**src/rtl/gamma_pkg.sv**
```systemverilog
package gamma_pkg;
  localparam int LVL_W    = 4;
  localparam int NUM_LVL  = 11;
  localparam int MAX_LVL  = NUM_LVL - 1;
  localparam int ROW_LEN  = 23;
  localparam int HDR_LEN  = 5;
  localparam int VAR_LEN  = ROW_LEN - HDR_LEN;
  localparam int VAR_W    = 8 * VAR_LEN;
  localparam int CMT_LEN  = 2;
  localparam int IDX_W    = $clog2(ROW_LEN);

  localparam logic [7:0] CMD_GAMMA  = 8'hFA;
  localparam logic [7:0] SEL_LOAD   = 8'h00;
  localparam logic [7:0] SEL_COMMIT = 8'h01;

  typedef enum logic [1:0] {S_IDLE, S_ROW, S_CMT} seq_t;

  function automatic logic [LVL_W-1:0] clamp_lvl(input logic [LVL_W-1:0] l);
    return (int'(l) > MAX_LVL) ? LVL_W'(MAX_LVL) : l;
  endfunction

  function automatic logic [7:0] hdr_byte(input logic [IDX_W-1:0] i);
    case (i)
      IDX_W'(0): return CMD_GAMMA;
      IDX_W'(1): return SEL_LOAD;
      IDX_W'(2): return 8'h18;
      IDX_W'(3): return 8'h08;
      default:   return 8'h24;
    endcase
  endfunction

  function automatic logic [7:0] row_byte(input logic [VAR_W-1:0] v,
                                          input logic [IDX_W-1:0] i);
    int k;
    if (int'(i) < HDR_LEN) return hdr_byte(i);
    k = ROW_LEN - 1 - int'(i);
    return v[8*k +: 8];
  endfunction
endpackage

```
**src/rtl/gamma_rom.sv**
```systemverilog
module gamma_rom
  import gamma_pkg::*;
(
  input  logic [LVL_W-1:0] lvl,
  output logic [VAR_W-1:0] row
);
  always_comb begin
    case (lvl)
      4'd0:    row = 144'h78EC3DC8C2B6C4C7B6D5D7CC0039003600_51;
      4'd1:    row = 144'h734A3DC0C2B1BBBEACCECFC5005D005E00_82;
      4'd2:    row = 144'h70513EBFC1AFB9BCABCCCCC20065006700_8D;
      4'd3:    row = 144'h6C543ABCBFACB7BBA9C9C9BE0071007300_9E;
      4'd4:    row = 144'h695437BBBEACB4B7A6C7C8BC007B007E00_AB;
      4'd5:    row = 144'h665534BABDABB1B5A3C5C6B90085008800_BA;
      4'd6:    row = 144'h635331B8BCA9B0B5A2C4C4B8008B008E00_C2;
      4'd7:    row = 144'h625430B9BBA9B0B3A1C1C3B70091009500_DA;
      4'd8:    row = 144'h665834B6BAA7AFB3A0C1C2B70097009A00_D1;
      4'd9:    row = 144'h645633B6BAA8ACB19DC1C1B7009C009F00_D6;
      default: row = 144'h5F502DB6B9A7ADB19FBEC0B500A000A400_DB;
    endcase
  end
endmodule

```
**src/rtl/gamma_seq.sv**
```systemverilog
module gamma_seq
  import gamma_pkg::*;
(
  input  logic             clk,
  input  logic             rst_n,
  input  logic [LVL_W-1:0] level_i,
  input  logic             req_i,
  output seq_t             state_o,
  output logic [IDX_W-1:0] idx_o,
  output logic [LVL_W-1:0] lvl_o,
  output logic             row_last_o,
  output logic             cmt_last_o,
  output logic             done_o
);
  seq_t             st_q;
  logic [IDX_W-1:0] idx_q;
  logic [LVL_W-1:0] lvl_q, pend_lvl_q;
  logic             pend_q, done_q;

  assign row_last_o = (st_q == S_ROW) && (int'(idx_q) == ROW_LEN - 1);
  assign cmt_last_o = (st_q == S_CMT) && (int'(idx_q) == CMT_LEN - 1);

  always_ff @(posedge clk) begin
    if (!rst_n) begin
      st_q       <= S_IDLE;
      idx_q      <= '0;
      lvl_q      <= LVL_W'(MAX_LVL);
      pend_lvl_q <= LVL_W'(MAX_LVL);
      pend_q     <= 1'b0;
      done_q     <= 1'b0;
    end else begin
      done_q <= cmt_last_o;
      case (st_q)
        S_IDLE: begin
          if (req_i || pend_q) begin
            st_q   <= S_ROW;
            idx_q  <= '0;
            lvl_q  <= req_i ? clamp_lvl(level_i) : pend_lvl_q;
            pend_q <= 1'b0;
          end
        end
        S_ROW: begin
          if (row_last_o) begin
            st_q  <= S_CMT;
            idx_q <= '0;
          end else begin
            idx_q <= idx_q + 1'b1;
          end
        end
        default: begin
          if (cmt_last_o) begin
            st_q  <= S_IDLE;
            idx_q <= '0;
          end else begin
            idx_q <= idx_q + 1'b1;
          end
        end
      endcase
      if (st_q != S_IDLE && req_i) begin
        pend_q     <= 1'b1;
        pend_lvl_q <= clamp_lvl(level_i);
      end
    end
  end

  assign state_o = st_q;
  assign idx_o   = idx_q;
  assign lvl_o   = lvl_q;
  assign done_o  = done_q;
endmodule

```
**src/rtl/gamma_err.sv**
```systemverilog
module gamma_err (
  input  logic clk,
  input  logic rst_n,
  input  logic busy,
  input  logic finish,
  input  logic err_in,
  output logic err_rpt
);
  logic flag_q, rpt_q;
  always_ff @(posedge clk) begin
    if (!rst_n) begin
      flag_q <= 1'b0;
      rpt_q  <= 1'b0;
    end else begin
      rpt_q  <= finish && (flag_q || err_in);
      flag_q <= finish ? 1'b0 : (flag_q || (busy && err_in));
    end
  end
  assign err_rpt = rpt_q;
endmodule

```
**src/rtl/gamma_loader.sv**
```systemverilog
module gamma_loader
  import gamma_pkg::*;
(
  input  logic             clk,
  input  logic             rst_n,
  input  logic [LVL_W-1:0] level_i,
  input  logic             req_i,
  input  logic             xfer_err_i,
  output logic [7:0]       byte_o,
  output logic             byte_vld_o,
  output logic             first_o,
  output logic             last_o,
  output logic             done_o,
  output logic             err_o
);
  seq_t             state_w;
  logic [IDX_W-1:0] idx_w;
  logic [LVL_W-1:0] lvl_w;
  logic [VAR_W-1:0] row_w;
  logic             row_last_w, cmt_last_w, busy_w;

  gamma_seq u_seq (
    .clk(clk), .rst_n(rst_n), .level_i(level_i), .req_i(req_i),
    .state_o(state_w), .idx_o(idx_w), .lvl_o(lvl_w),
    .row_last_o(row_last_w), .cmt_last_o(cmt_last_w), .done_o(done_o)
  );

  gamma_rom u_rom (.lvl(lvl_w), .row(row_w));

  assign busy_w = (state_w != S_IDLE);

  gamma_err u_err (
    .clk(clk), .rst_n(rst_n), .busy(busy_w), .finish(cmt_last_w),
    .err_in(xfer_err_i), .err_rpt(err_o)
  );

  always_comb begin
    case (state_w)
      S_ROW:   byte_o = row_byte(row_w, idx_w);
      S_CMT:   byte_o = (idx_w == '0) ? CMD_GAMMA : SEL_COMMIT;
      default: byte_o = 8'h00;
    endcase
  end

  assign byte_vld_o = busy_w;
  assign first_o    = busy_w && (idx_w == '0);
  assign last_o     = row_last_w || cmt_last_w;
endmodule

```
**config.mk**
```make
export PLATFORM = sky130hd
export DESIGN_NAME = gamma_loader
export DESIGN_NICKNAME = d
export VERILOG_FILES = /design/src/rtl/gamma_pkg.sv /design/src/rtl/gamma_rom.sv /design/src/rtl/gamma_seq.sv /design/src/rtl/gamma_err.sv /design/src/rtl/gamma_loader.sv
export SDC_FILE = /design/constraint.sdc
export NUM_CORES = 1
export LEC_CHECK = 0
export BUFFER_PORTS_ARGS = -buffer_cell sky130_fd_sc_hd__buf_2
export CAP_MARGIN = 20
export CORE_MARGIN = 10
export CORE_UTILIZATION = 50
export DETAILED_ROUTE_END_ITERATION = 6
export PLACE_DENSITY = 0.72
export RECOVER_POWER = 25
export SYNTH_ARGS = -nofsm -noshare
export SYNTH_HDL_FRONTEND = slang
export SYNTH_HIERARCHICAL = 1
export SYNTH_SLANG_ARGS = --single-unit
```
**constraint.sdc**
```tcl
create_clock -name clk -period 3.74 [get_ports clk]
set_input_delay 0.748 -clock clk [delete_from_list [all_inputs] [get_ports clk]]
set_output_delay 0.748 -clock clk [all_outputs]
set_load 0.01 [all_outputs]
```
**Yosys cells after proc, flatten, opt, wreduce, memory -nomap -nowiden**

Memories as Yosys holds them, arrays and structs flattened. A register that Yosys moved wholly into a read port is not among the register bits.
Cells that the tools add are included.

- Flip-flop bits (word level): 19
- Memory bits (read-only): 1,600
- Input port bits: 8
- Memories kept: 1

Memories:

| name | words | bits a word | read ports | clocked after memory_dff | write ports | RTL line | RTL |
|---|---|---|---|---|---|---|---|
| (no name shown) | 16 | 100 | 1 | 1 | 0 | gamma_rom.sv:8 | `case (lvl)` |

- Add/sub/neg operators: 2
- $lt $le $gt $ge: 2
- Eq/ne operators: 9
- Shifts and indexed selects: 1
- Muxes and demuxes: 22
- Bitwise operators: 1
- Reductions and logical operators: 20

Operator list:

| operator | number |
|---|---|
| $shiftx 144x9->8 | 1 |
| $pmux 8 s4 | 1 |
| $mux 8 | 3 |
| $mux 4 | 4 |
| $pmux 8 s2 | 1 |
| $eq 5x2->1 const B | 3 |
| $mux 5 | 3 |
| $pmux 5 s2 | 1 |
| $logic_and 1x1->1 | 6 |
| $mux 2 | 3 |
| $reduce_bool 2->1 | 3 |
| $sub 5x5->6 const A | 1 |
| $add 5x1->5 const B | 1 |
| $eq 5x1->1 const B | 1 |
| $eq 5x5->1 const B | 1 |
| $logic_not 5->1 | 1 |
| $lt 5x3->1 const B | 1 |
| $mux 1 | 5 |
| $gt 4x4->1 const B | 1 |
| $logic_or 1x1->1 | 4 |
| $pmux 2 s2 | 1 |
| $reduce_and 2->1 | 2 |
| $reduce_and 3->1 | 1 |
| $reduce_bool 3->1 | 1 |
| 7 further kinds | 7 |

**Logic depth before layout (Yosys ltp)**

Gate-level depths: netlist of run 1.

- Depth after elaboration: 5
- Depth in mapped cells: 11

**Modules after synthesis**

Netlist of run 1, hierarchy kept.

Modules (own cells, without submodules):

| module | times used | cells an instance | area each (µm²) | sequential area each (µm²) |
|---|---|---|---|---|
| gamma_loader | 1 | 175 | 1,656.6 | 0.0 |
| gamma_rom | 1 | 240 | 1,442.6 | 0.0 |
| gamma_seq | 1 | 92 | 860.8 | 340.3 |
| gamma_err | 1 | 5 | 67.6 | 40.0 |

**Worst setup path after synthesis of run 1**

Ideal clock, no wire load.

- Path type: reg-to-output
- Start point: register u_seq.idx_q[0] (netlist: u_seq/idx_o[0])
- End point: output port byte_o[3]
- Arrival: 2,518 ps
- Setup slack: 474 ps
- Stages on the path, launching flop included: 11
- Buffers on the path: 4
- Cells stage by stage: dfxtp_1 buf_4 buf_2 inv_1 ha_1 clkbuf_2 clkbuf_1 mux4_2 mux2i_1 a32oi_1 a32o_1

- Longest elaborated chain between the ends: 5

Ends and longest elaborated chain:

| what | RTL line | RTL |
|---|---|---|
| from (decl) | gamma_seq.sv:16 | `logic [IDX_W-1:0] idx_q;` |
| from (signal assigned) | gamma_seq.sv:47 | `idx_q <= idx_q + 1'b1;` |
| from (signal assigned) | gamma_seq.sv:55 | `idx_q <= idx_q + 1'b1;` |
| parallel branches: the longest is 4 deep, another holds $sub 5x5->6 | -- |  |
| $pmux 8 s2 (*) | gamma_loader.sv:38 | `case (state_w)` |
| to (decl) | gamma_loader.sv:9 | `output logic [7:0] byte_o,` |

Every way passes the cells marked *. The select of a mux whose other input is x is not followed.

==> results of run 1 <==
[final cells by class]
cell class              count  area (um^2)  area share
clock inverters             1        7.507    0.001958
repair buffers             34        201.4     0.05253
clock buffers               3        41.29     0.01077
well taps                 102        127.6     0.03328
flip-flops and latches     19        384.1      0.1002
multi-input cells         410         2987      0.7788
inverters                  23        86.33     0.02251
[routing by layer]
layer / track usage / vias up
li1: - / 1668
met1: 0.2351 / 1663
met2: 0.2679 / 165
met3: 0.02516 / 19
met4: 0.03625 / 0
met5: 0 / -
[synth_stat cells, types with 7 or more instances]
master / instances
ha_1: 19
nand2_1: 69
dfxtp_1: 19
o21ai_0: 33
nand2b_1: 11
buf_4: 72
mux2i_1: 15
nor2_1: 33
mux4_2: 32
nand3_1: 16
buf_2: 15
inv_1: 22
clkbuf_1: 7
a21oi_1: 38
[worst max-delay path by stage]
stage,end,depth (start not counted),slack (ns)
2_1_floorplan,byte_o[3],10,0.47
3_3_place_gp,byte_o[0],9,0.39
3_5_place_dp,byte_o[2],11,0.39
4_1_cts,byte_o[2],11,0.09
5_1_grt,byte_o[0],9,0.008
6_report,byte_o[2],11,0.19
[sequential cells by signal, indices dropped and copies added, names as in the netlist]
name / flops
u_err/err_rpt: 1
u_err/flag_q: 1
u_seq/done_o: 1
u_seq/idx_o: 5
u_seq/lvl_o: 4
u_seq/pend_lvl_q: 4
u_seq/pend_q: 1
u_seq/state_o: 2
[through the flow]
stage / util / worst slack [ns]
detailed placement: 0.4863 / 0.3884
CTS: 0.4926 / 0.08646
floorplan: - / 0.4744
global route: 0.4937 / 0.008130
finish: 0.4937 / 0.1893
global placement: 0.4863 / 0.3895
[logic make-up after synthesis]
family,count (synthesis),synth area share
AOI/OAI and AO/OA,114,0.1830
muxes,48,0.2190
xor gates and xnor gates,6,0.01491
DFF,19,0.09444
and+or+nand+nor,179,0.2240
other,2,0.001865
adders and majority gates,19,0.05903
buffers and inverters,125,0.2038
[worst register-to-register path: cells and delay by family, from the launching register on]
kind,cells,cell delay [ns]
AND/OR/NAND/NOR,1,0.08
buffers and inverters,1,0.12
AO/OA/AOI/OAI,2,0.77
flip-flops,1,0.43
adder cells (fa/ha/maj),1,0.15
[where the power goes]
group	leakage, nW	switching [mW]	total [mW]	internal, mW
clock network	0.0217	0.0729	0.148	0.0752
registers	0.156	0.0218	0.236	0.214
logic	1.42	0.321	0.578	0.257
[timing repair]
action | in CTS | in global routing
hold buffers | 0 | 0
endpoints found under the setup margin | 0 | 5
gates resized for setup | 0 | 3
==> flow_metrics.py, run 1 <==
metrics = {
    "yosys": {
        "synthFlopType": "dfxtp_1",
        "synth-seq-cells": 19,
        "synthesis.instances": 512,
        "syn-cell-area_um2": 4028,
        "ys_types": 70,
        "synth_largest_area_cell": "mux4_2",
        "ys_seq_area_frac": 0.09444,
        "netlist.area_leader.share": 0.1789,
        "synth.area.top_cells": "mux4_2, buf_4, dfxtp_1, nand2_1, ha_1",
        "synth_edf_count": 0,
        "async_flop_share": 0,
        "syn_area_per_cell_um2": 7.866,
        "yosys_warnings": 6,
    },
    "hold_path": {
        "hold_end": "u_seq/pend_lvl_q[0]",
        "hold_start": "u_seq/pend_lvl_q[0]",
        "hold_depth": 2,
        "hold_path.class": "reg -> reg",
    },
    "flow_run": {
        "maxCapViolCount": 0,
    },
    "pwr": {
        "leakage_nw": 1.595,
        "power_uw": 961.6,
        "power_density_nw_per_um2": 250.7,
        "max-vdd-ir-drop_mv": 0.1160,
    },
    "worst_setup_path": {
        "crit_path_max_fanout": 9,
        "end_kind": "output port",
        "crit_required_ns": 2.99,
        "crit_family": "simple AND/OR/NAND/NOR gates",
        "timing.rr.end": "u_seq/idx_o[3]",
        "start_kind": "flop",
        "reg2reg_from": "u_seq/idx_o[1]",
        "cp_num_buf_inv": 2,
        "slowest_delay_ns": 0.46,
        "path_cells": "inv_1, ha_1, nor2b_2, and2_1, nor2_1, mux4_2, mux2i_1, o21ai_0, nand4_1, o22ai_1, buf_2",
        "r2r_cells": 5,
        "critPathLaunch": "u_seq/lvl_o[0]",
        "critical-path-slowest-cell": "mux4_2",
        "regToRegSetupSlack_ns": 2.03,
        "cp.arrival_ns": 2.80,
        "timing.setup.critical_path_class": "reg -> out",
    },
    "timing": {
        "fin_crit_ns": 3.551,
        "setup_viol": 0,
        "tightest_slew_ns": 0.6984,
        "timing.fmax_mhz": 281.6,
        "hold_ws_ns": 0.4618,
        "skew_ns": 0.009821,
        "slew_headroom": 0.5295,
        "fin_crit_sh": 0.9494,
        "fin_setup_tns_ns": 0,
        "slew_viol_final": 0,
        "finalHoldViolCount": 0,
        "rsz0062_at_grt": "false",
    },
    "placement": {
        "place_congestion": 0.9538,
        "dp.cells": 587,
        "placed_area_um2": 3777,
        "port_buffers": 20,
        "dp_hpwl_um": 7507,
    },
    "clock_network": {
        "clock_sinks": 19,
        "clkLatencyLatePin_ns": 0.26,
        "cts_made_buffers": 3,
        "cts_tree": "built",
        "cts_root_buf": "clkbuf_8",
        "cts_setup_buffers": 0,
        "h-tree-depth": 1,
        "cts_buffer_depth": 2,
        "path_clk_slew_ns": 0.08,
    },
    "final_layout": {
        "layout_common_cells": "nand2_1, conb_1, a21oi_1, o21ai_0, nor2_1",
        "antenna-diode-count": 0,
        "final_area_um2": 3835,
        "syn2layout_area_growth_pct": -4.784,
        "n_fill_cell": 776,
        "final_nets": 518,
        "drive_gt1_frac": 0.1857,
        "stdcell_count": 592,
        "final_common_cell": "nand2_1",
    },
    "outcome": {
        "outcome": "finished clean",
    },
    "die": {
        "fp.dieW_um": 109.8,
        "rows": 32,
        "core_um2": 7767,
        "die_h_um": 109.8,
        "dieArea_um2": 12050,
        "initial_core_util": 0.5185,
        "top_level_ports": 21,
    },
    "grt": {
        "grt_pass1_wl_um": 16880,
        "grt-ovfl-total": 0,
        "track_usage": 0.1683,
        "grt_pass1_vias": 3338,
        "antenna_found_initial": 0,
        "grt_max_degree": 45,
    },
    "route": {
        "dr.max_layer_used": "met4",
        "wl_met1_um": 4524,
        "wl_um": 9999,
        "postRouteAntennaNets": 0,
        "drc": 0,
        "met3WireLength_um": 745,
        "vias": 3515,
        "wl_per_cell_um": 16.89,
        "wl_met2_um": 4591,
        "routed_via_density": 5.938,
        "drt_pass1_iterations": 5,
        "drtIter0Drc": 440,
    },
}
(Power assumes the default switching activity.)
==> run 2, diff against run 1 <==
Settings changed: BUFFER_PORTS_ARGS -buffer_cell sky130_fd_sc_hd__buf_2 to -buffer_cell sky130_fd_sc_hd__clkbuf_2, CORE_UTILIZATION 50 to 40, PLACE_DENSITY 0.72 to 0.61.
==> run 2 against run 1 <==
  * Cell area grew 2.5%
  * First-iteration DRC count grew 27%
  * Register-to-register slack lost 0.03 ns
  * Cell count grew 5.7%
  * Global-route usage shrank 2.8 points
  * Clock power is essentially flat
  * Critical path depth is the same
  * Critical path type unchanged
  * Critical endpoint unchanged
==> flow_metrics.py, run 2 (synthesis gave the netlist of run 1 again) <==
metrics = {
    "outcome": {
        "outcome": "finished clean",
    },
    "die": {
        "top_level_ports": 21,
        "core_um2": 9774,
        "dieArea_um2": 14480,
        "initial_core_util": 0.4121,
        "rows": 36,
        "die_h_um": 120.3,
        "fp.dieW_um": 120.3,
    },
    "timing": {
        "tightest_slew_ns": 0.7582,
        "slew_viol_final": 0,
        "fin_crit_sh": 0.9342,
        "setup_viol": 0,
        "fin_setup_tns_ns": 0,
        "timing.fmax_mhz": 286.2,
        "finalHoldViolCount": 0,
        "slew_headroom": 0.4928,
        "rsz0062_at_grt": "false",
        "skew_ns": 0.007573,
        "fin_crit_ns": 3.494,
    },
    "route": {
        "met3WireLength_um": 840,
        "drc": 0,
        "routed_via_density": 5.666,
        "wl_per_cell_um": 16.78,
        "dr.max_layer_used": "met4",
        "wl_met1_um": 4775,
        "wl_met2_um": 4755,
        "drt_pass1_iterations": 5,
        "postRouteAntennaNets": 0,
        "wl_um": 10500,
        "vias": 3547,
        "drtIter0Drc": 558,
    },
    "pwr": {
        "leakage_nw": 1.621,
        "internal-power_uw": 556.1,
        "max-vdd-ir-drop_mv": 0.1273,
        "switchingPower_uw": 426.0,
        "power_density_nw_per_um2": 249.8,
        "pwr-share-comb": 0.622,
        "pwr-share-seq": 0.229,
        "clock_power_share": 0.150,
        "swShare": 0.4338,
    },
    "worst_setup_path": {
        "crit_required_ns": 2.99,
        "cp.depth": 11,
        "reg2reg_from": "u_seq/idx_o[2]",
        "r2r_cells": 3,
        "crit_path_max_fanout": 6,
        "slowest_delay_ns": 0.49,
        "timing.setup.critical_path_class": "reg -> out",
        "crit_family": "simple AND/OR/NAND/NOR gates",
        "end_kind": "output port",
        "path_cells": "inv_1, ha_1, nor2b_1, and2_1, nor2_1, mux4_2, mux2i_1, o21ai_0, nand4_1, o22ai_1, clkbuf_2",
        "critical-path-slowest-cell": "mux4_2",
        "regToRegSetupSlack_ns": 2.00,
        "cp.arrival_ns": 2.75,
        "start_kind": "flop",
        "cp_num_buf_inv": 2,
        "timing.rr.end": "u_seq/idx_o[4]",
    },
    "clock_network": {
        "path_clk_slew_ns": 0.08,
        "clkLatencyLatePin_ns": 0.26,
        "cts_made_buffers": 3,
        "hold_buffers": 0,
        "h-tree-depth": 1,
        "cts_tree": "built",
        "post_cts_resized": 0,
        "clock_sinks": 19,
        "cts_setup_buffers": 0,
        "cts_buffer_depth": 2,
        "cts_root_buf": "clkbuf_8",
    },
    "grt": {
        "antenna_found_initial": 0,
        "grt-ovfl-total": 0,
        "track_usage": 0.1406,
        "grt_pass1_vias": 3273,
        "grt_pass1_wl_um": 17190,
        "grt_max_degree": 46,
    },
    "final_layout": {
        "final_nets": 521,
        "drive_gt1_frac": 0.1826,
        "n_fill_cell": 1037,
        "final_common_cell": "nand2_1",
        "antenna-diode-count": 0,
        "largest_reg_flops": 5,
        "final_util": 0.4023,
        "syn2layout_area_growth_pct": -2.361,
        "layout_common_cells": "nand2_1, conb_1, a21oi_1, o21ai_0, nor2_1",
    },
    "hold_path": {
        "hold_end": "u_seq/pend_lvl_q[0]",
        "hold_path.class": "reg -> reg",
        "hold_depth": 2,
        "hold_start": "u_seq/pend_lvl_q[0]",
    },
    "placement": {
        "place_congestion": 0.9739,
        "dp_hpwl_um": 7886,
        "port_buffers": 20,
    },
    "flow_run": {
        "maxCapViolCount": 0,
    },
}
==> run 2: cell count changes in the layout (fill, tap and decap cells not counted), moves of 2 or more <==
cell      delta
dfxtp_1      +2
clkbuf_2    +17
buf_12       +4
buf_2       -17
dfxtp_2      -2
==> run 2: layer usage <==
metal / vias to the layer above / track usage
met5: - / 0
met4: 0 / 0.02866
met3: 16 / 0.02559
met2: 140 / 0.2177
met1: 1711 / 0.1992
li1: 1680 / -
==> run 2: final cells by class <==
class,instances,area (um^2),area share
clock buffer,3,41.29,0.01050
clock inverter,1,5.005,0.001273
multi-input combinational,410,2978,0.7572
sequential,19,381.6,0.09704
tap,133,166.4,0.04232
inverter,23,86.33,0.02195
timing repair buffer,37,274.0,0.06968
==> run 2: per-stage QoR <==
| step | instance area [um^2] | cells | power [mW] | setup slack, ns | hold WS, ns |
|---|---|---|---|---|---|
| after CTS | 3943 | 626 | 0.9762 | 0.2758 | 0.4662 |
| after global routing | 3933 | 626 | 1.051 | 0.09466 | 0.5033 |
| final | 3933 | 626 | 0.9821 | 0.2459 | 0.4656 |
| after floorplan | 4185 | 554 | 0.7568 | 0.4744 | 0.4372 |
| after detailed placement | 3896 | 622 | 0.8278 | 0.5661 | 0.4545 |
| after global placement | 3896 | 622 | 0.8266 | 0.6378 | 0.4505 |
==> run 2: power groups by stage <==
stage	clock, mW	sequential, mW	combinational [mW]
finish	0.147	0.225	0.610
global placement	0	0.229	0.598
floorplan	0	0.228	0.529
global route	0.162	0.226	0.663
detailed placement	0	0.229	0.598
CTS	0.151	0.225	0.601
==> run 2: worst register-to-register path, stage by stage, from the launching register on <==
cell and delay, ns:
dfxtp_1 0.71, nand4b_1 0.33, a31oi_2 0.40, a221oi_1 0.14
==> run 2: worst max path at each step <==
stage                               from        end  slack (ns)
after detailed placement  u_seq/idx_o[1]  byte_o[0]        0.57
after global placement    u_seq/lvl_o[1]  byte_o[1]        0.64
after floorplan           u_seq/idx_o[0]  byte_o[3]        0.47
final                     u_seq/lvl_o[1]  byte_o[2]        0.25
after global routing      u_seq/lvl_o[1]  byte_o[2]        0.09
after CTS                 u_seq/idx_o[1]  byte_o[0]        0.28
==> run 3, diff against run 2 <==
Clock period 3.74 ns to 3.9 ns, I/O delays scaled along.
==> run 3 against run 2 <==
  * Register-to-register slack worse by 0.03 ns
  * Sequential power hardly changed
  * Non-clock buffer count is 3 lower
  * Cell area is 1.4% lower
  * Combinational power is 7.4% lower
  * Worst setup slack worse by 0.017 ns
  * Clock-buffer cell count stayed put
  * Sequential cell count stayed put
  * Sequential share of layout area is 0.17 points higher
  * Critical path depth is 2 lower
  * Critical path type unchanged
  * Largest cell class unchanged
==> flow_metrics.py, run 3 (synthesis gave the netlist of run 1 again) <==
metrics = {
    "outcome": {
        "outcome": "finished clean",
    },
    "final_layout": {
        "largest_reg_flops": 5,
        "final_nets": 518,
        "layout_common_cells": "nand2_1, conb_1, a21oi_1, o21ai_0, nor2_1",
        "final_common_cell": "nand2_1",
        "n_fill_cell": 1056,
        "drive_gt1_frac": 0.1796,
        "stdcell_count": 623,
        "syn2layout_area_growth_pct": -3.759,
        "regArea_um2": 382.9,
        "antenna-diode-count": 0,
        "multi_input_area_um2": 2978,
    },
    "worst_setup_path": {
        "crit_required_ns": 3.12,
        "crit_family": "flip-flops",
        "crit_path_max_fanout": 17,
        "reg2reg_from": "u_seq/idx_o[0]",
        "start_kind": "flop",
        "critical-path-slowest-cell": "dfxtp_1",
        "timing.rr.end": "u_seq/idx_o[3]",
        "timing.setup.critical_path_class": "reg -> out",
        "slowest_delay_ns": 0.74,
        "end_kind": "output port",
        "cp_num_buf_inv": 2,
        "path_cells": "buf_4, nand2b_1, nand2_1, a21oi_1, mux4_2, mux2i_1, o21a_1, o41ai_2, clkbuf_2",
        "r2r_cells": 5,
        "regToRegSetupSlack_ns": 1.97,
        "cp.arrival_ns": 2.89,
    },
    "die": {
        "dieArea_um2": 14480,
        "top_level_ports": 21,
        "rows": 36,
        "die_h_um": 120.3,
        "core_um2": 9774,
        "fp.dieW_um": 120.3,
        "initial_core_util": 0.4121,
    },
    "timing": {
        "fin_crit_sh": 0.9413,
        "fin_setup_tns_ns": 0,
        "slew_viol_final": 0,
        "slew_headroom": 0.5448,
        "tightest_slew_ns": 0.6768,
        "fin_crit_ns": 3.671,
        "finalHoldViolCount": 0,
        "skew_ns": 0.006382,
        "setup_viol": 0,
        "rsz0062_at_grt": "false",
        "timing.fmax_mhz": 272.4,
    },
    "route": {
        "dr.max_layer_used": "met4",
        "routed_via_density": 5.772,
        "wl_met2_um": 5088,
        "drt_pass1_iterations": 5,
        "vias": 3596,
        "met3WireLength_um": 650,
        "wl_um": 10660,
        "drtIter0Drc": 517,
        "wl_per_cell_um": 17.11,
        "drc": 0,
        "postRouteAntennaNets": 0,
        "wl_met1_um": 4705,
    },
    "placement": {
        "place_congestion": 0.9685,
        "dp_hpwl_um": 8185,
        "dp.cells": 619,
        "port_buffers": 20,
    },
    "grt": {
        "antenna_found_initial": 0,
        "grt_pass1_wl_um": 17290,
        "track_usage": 0.1418,
        "grt_pass1_vias": 3307,
        "grt_max_degree": 45,
        "grt-ovfl-total": 0,
    },
    "pwr": {
        "leakage_nw": 1.590,
        "max-vdd-ir-drop_mv": 0.1132,
        "power_density_nw_per_um2": 240.7,
    },
    "hold_path": {
        "hold_path.class": "reg -> reg",
        "hold_end": "u_seq/pend_lvl_q[0]",
        "hold_depth": 2,
        "hold_start": "u_seq/pend_lvl_q[0]",
    },
    "clock_network": {
        "cts_buffer_depth": 2,
        "hold_buffers": 0,
        "h-tree-depth": 1,
        "clock_sinks": 19,
        "cts_root_buf": "clkbuf_8",
        "clkLatencyLatePin_ns": 0.26,
        "cts_setup_buffers": 0,
        "cts_made_buffers": 3,
        "path_clk_slew_ns": 0.08,
        "cts_tree": "built",
    },
    "flow_run": {
        "maxCapViolCount": 0,
    },
}
-- run 3: worst max-delay path by stage --
| stage | start | end | slack [ns] | cells past startpoint |
|---|---|---|---|---|
| 2_1_floorplan | u_seq/idx_o[0] | byte_o[3] | 0.60 | 10 |
| 3_3_place_gp | u_seq/lvl_o[2] | byte_o[0] | 0.47 | 9 |
| 3_5_place_dp | u_seq/lvl_o[0] | byte_o[3] | 0.50 | 10 |
| 4_1_cts | u_seq/lvl_o[0] | byte_o[3] | 0.18 | 10 |
| 5_1_grt | u_seq/lvl_o[0] | byte_o[2] | 0.1 | 11 |
| 6_report | u_seq/lvl_o[2] | byte_o[0] | 0.23 | 9 |
-- run 3: worst min-delay path: cells and delay by family, from the launching register on --
kind	cells	cell delay, ns
AO/OA/AOI/OAI	1	0.05
flip-flops	1	0.32
AND/OR/NAND/NOR	1	0.05
-- run 3: stage by stage --
step / hold WS, ns / power (mW) / util / setup WS (ns) / area (um^2)
6_report: 0.4593 / 0.9329 / 0.3966 / 0.2290 / 3876
4_1_cts: 0.4641 / 0.9318 / 0.3975 / 0.1824 / 3885
2_1_floorplan: 0.4372 / 0.7257 / - / 0.6024 / 4185
3_5_place_dp: 0.4514 / 0.7819 / 0.3925 / 0.4966 / 3836
5_1_grt: 0.5022 / 0.9996 / 0.3966 / 0.09634 / 3876
3_3_place_gp: 0.4489 / 0.7810 / 0.3925 / 0.4715 / 3836
-- run 3: final cells by class --
type	instances	area share
Multi-Input combinational cell	410	0.7682
Clock buffer	3	0.01065
Sequential cell	19	0.09877
Timing Repair Buffer	34	0.05520
Clock inverter	1	0.001937
Tap cell	133	0.04293
Inverter	23	0.02227
-- run 3: repair_timing --
item / CTS / global route
resized for setup: 0 / 1
setup endpoints to repair: 0 / 1
hold endpoints to repair: 0 / 0
-- run 3: layer usage --
layer,vias up,track usage
met1,1737,0.1935
li1,1673,-
met2,168,0.2335
met3,18,0.01349
met4,0,0.03846
met5,-,0
-- run 3: where the power goes --
group	leakage, nW	internal [mW]	switching (mW)	total [mW]
clock	0.0217	0.0721	0.0726	0.145
combinational	1.41	0.251	0.314	0.565
sequential	0.156	0.205	0.0184	0.223
total	1.59	0.528	0.405	0.933
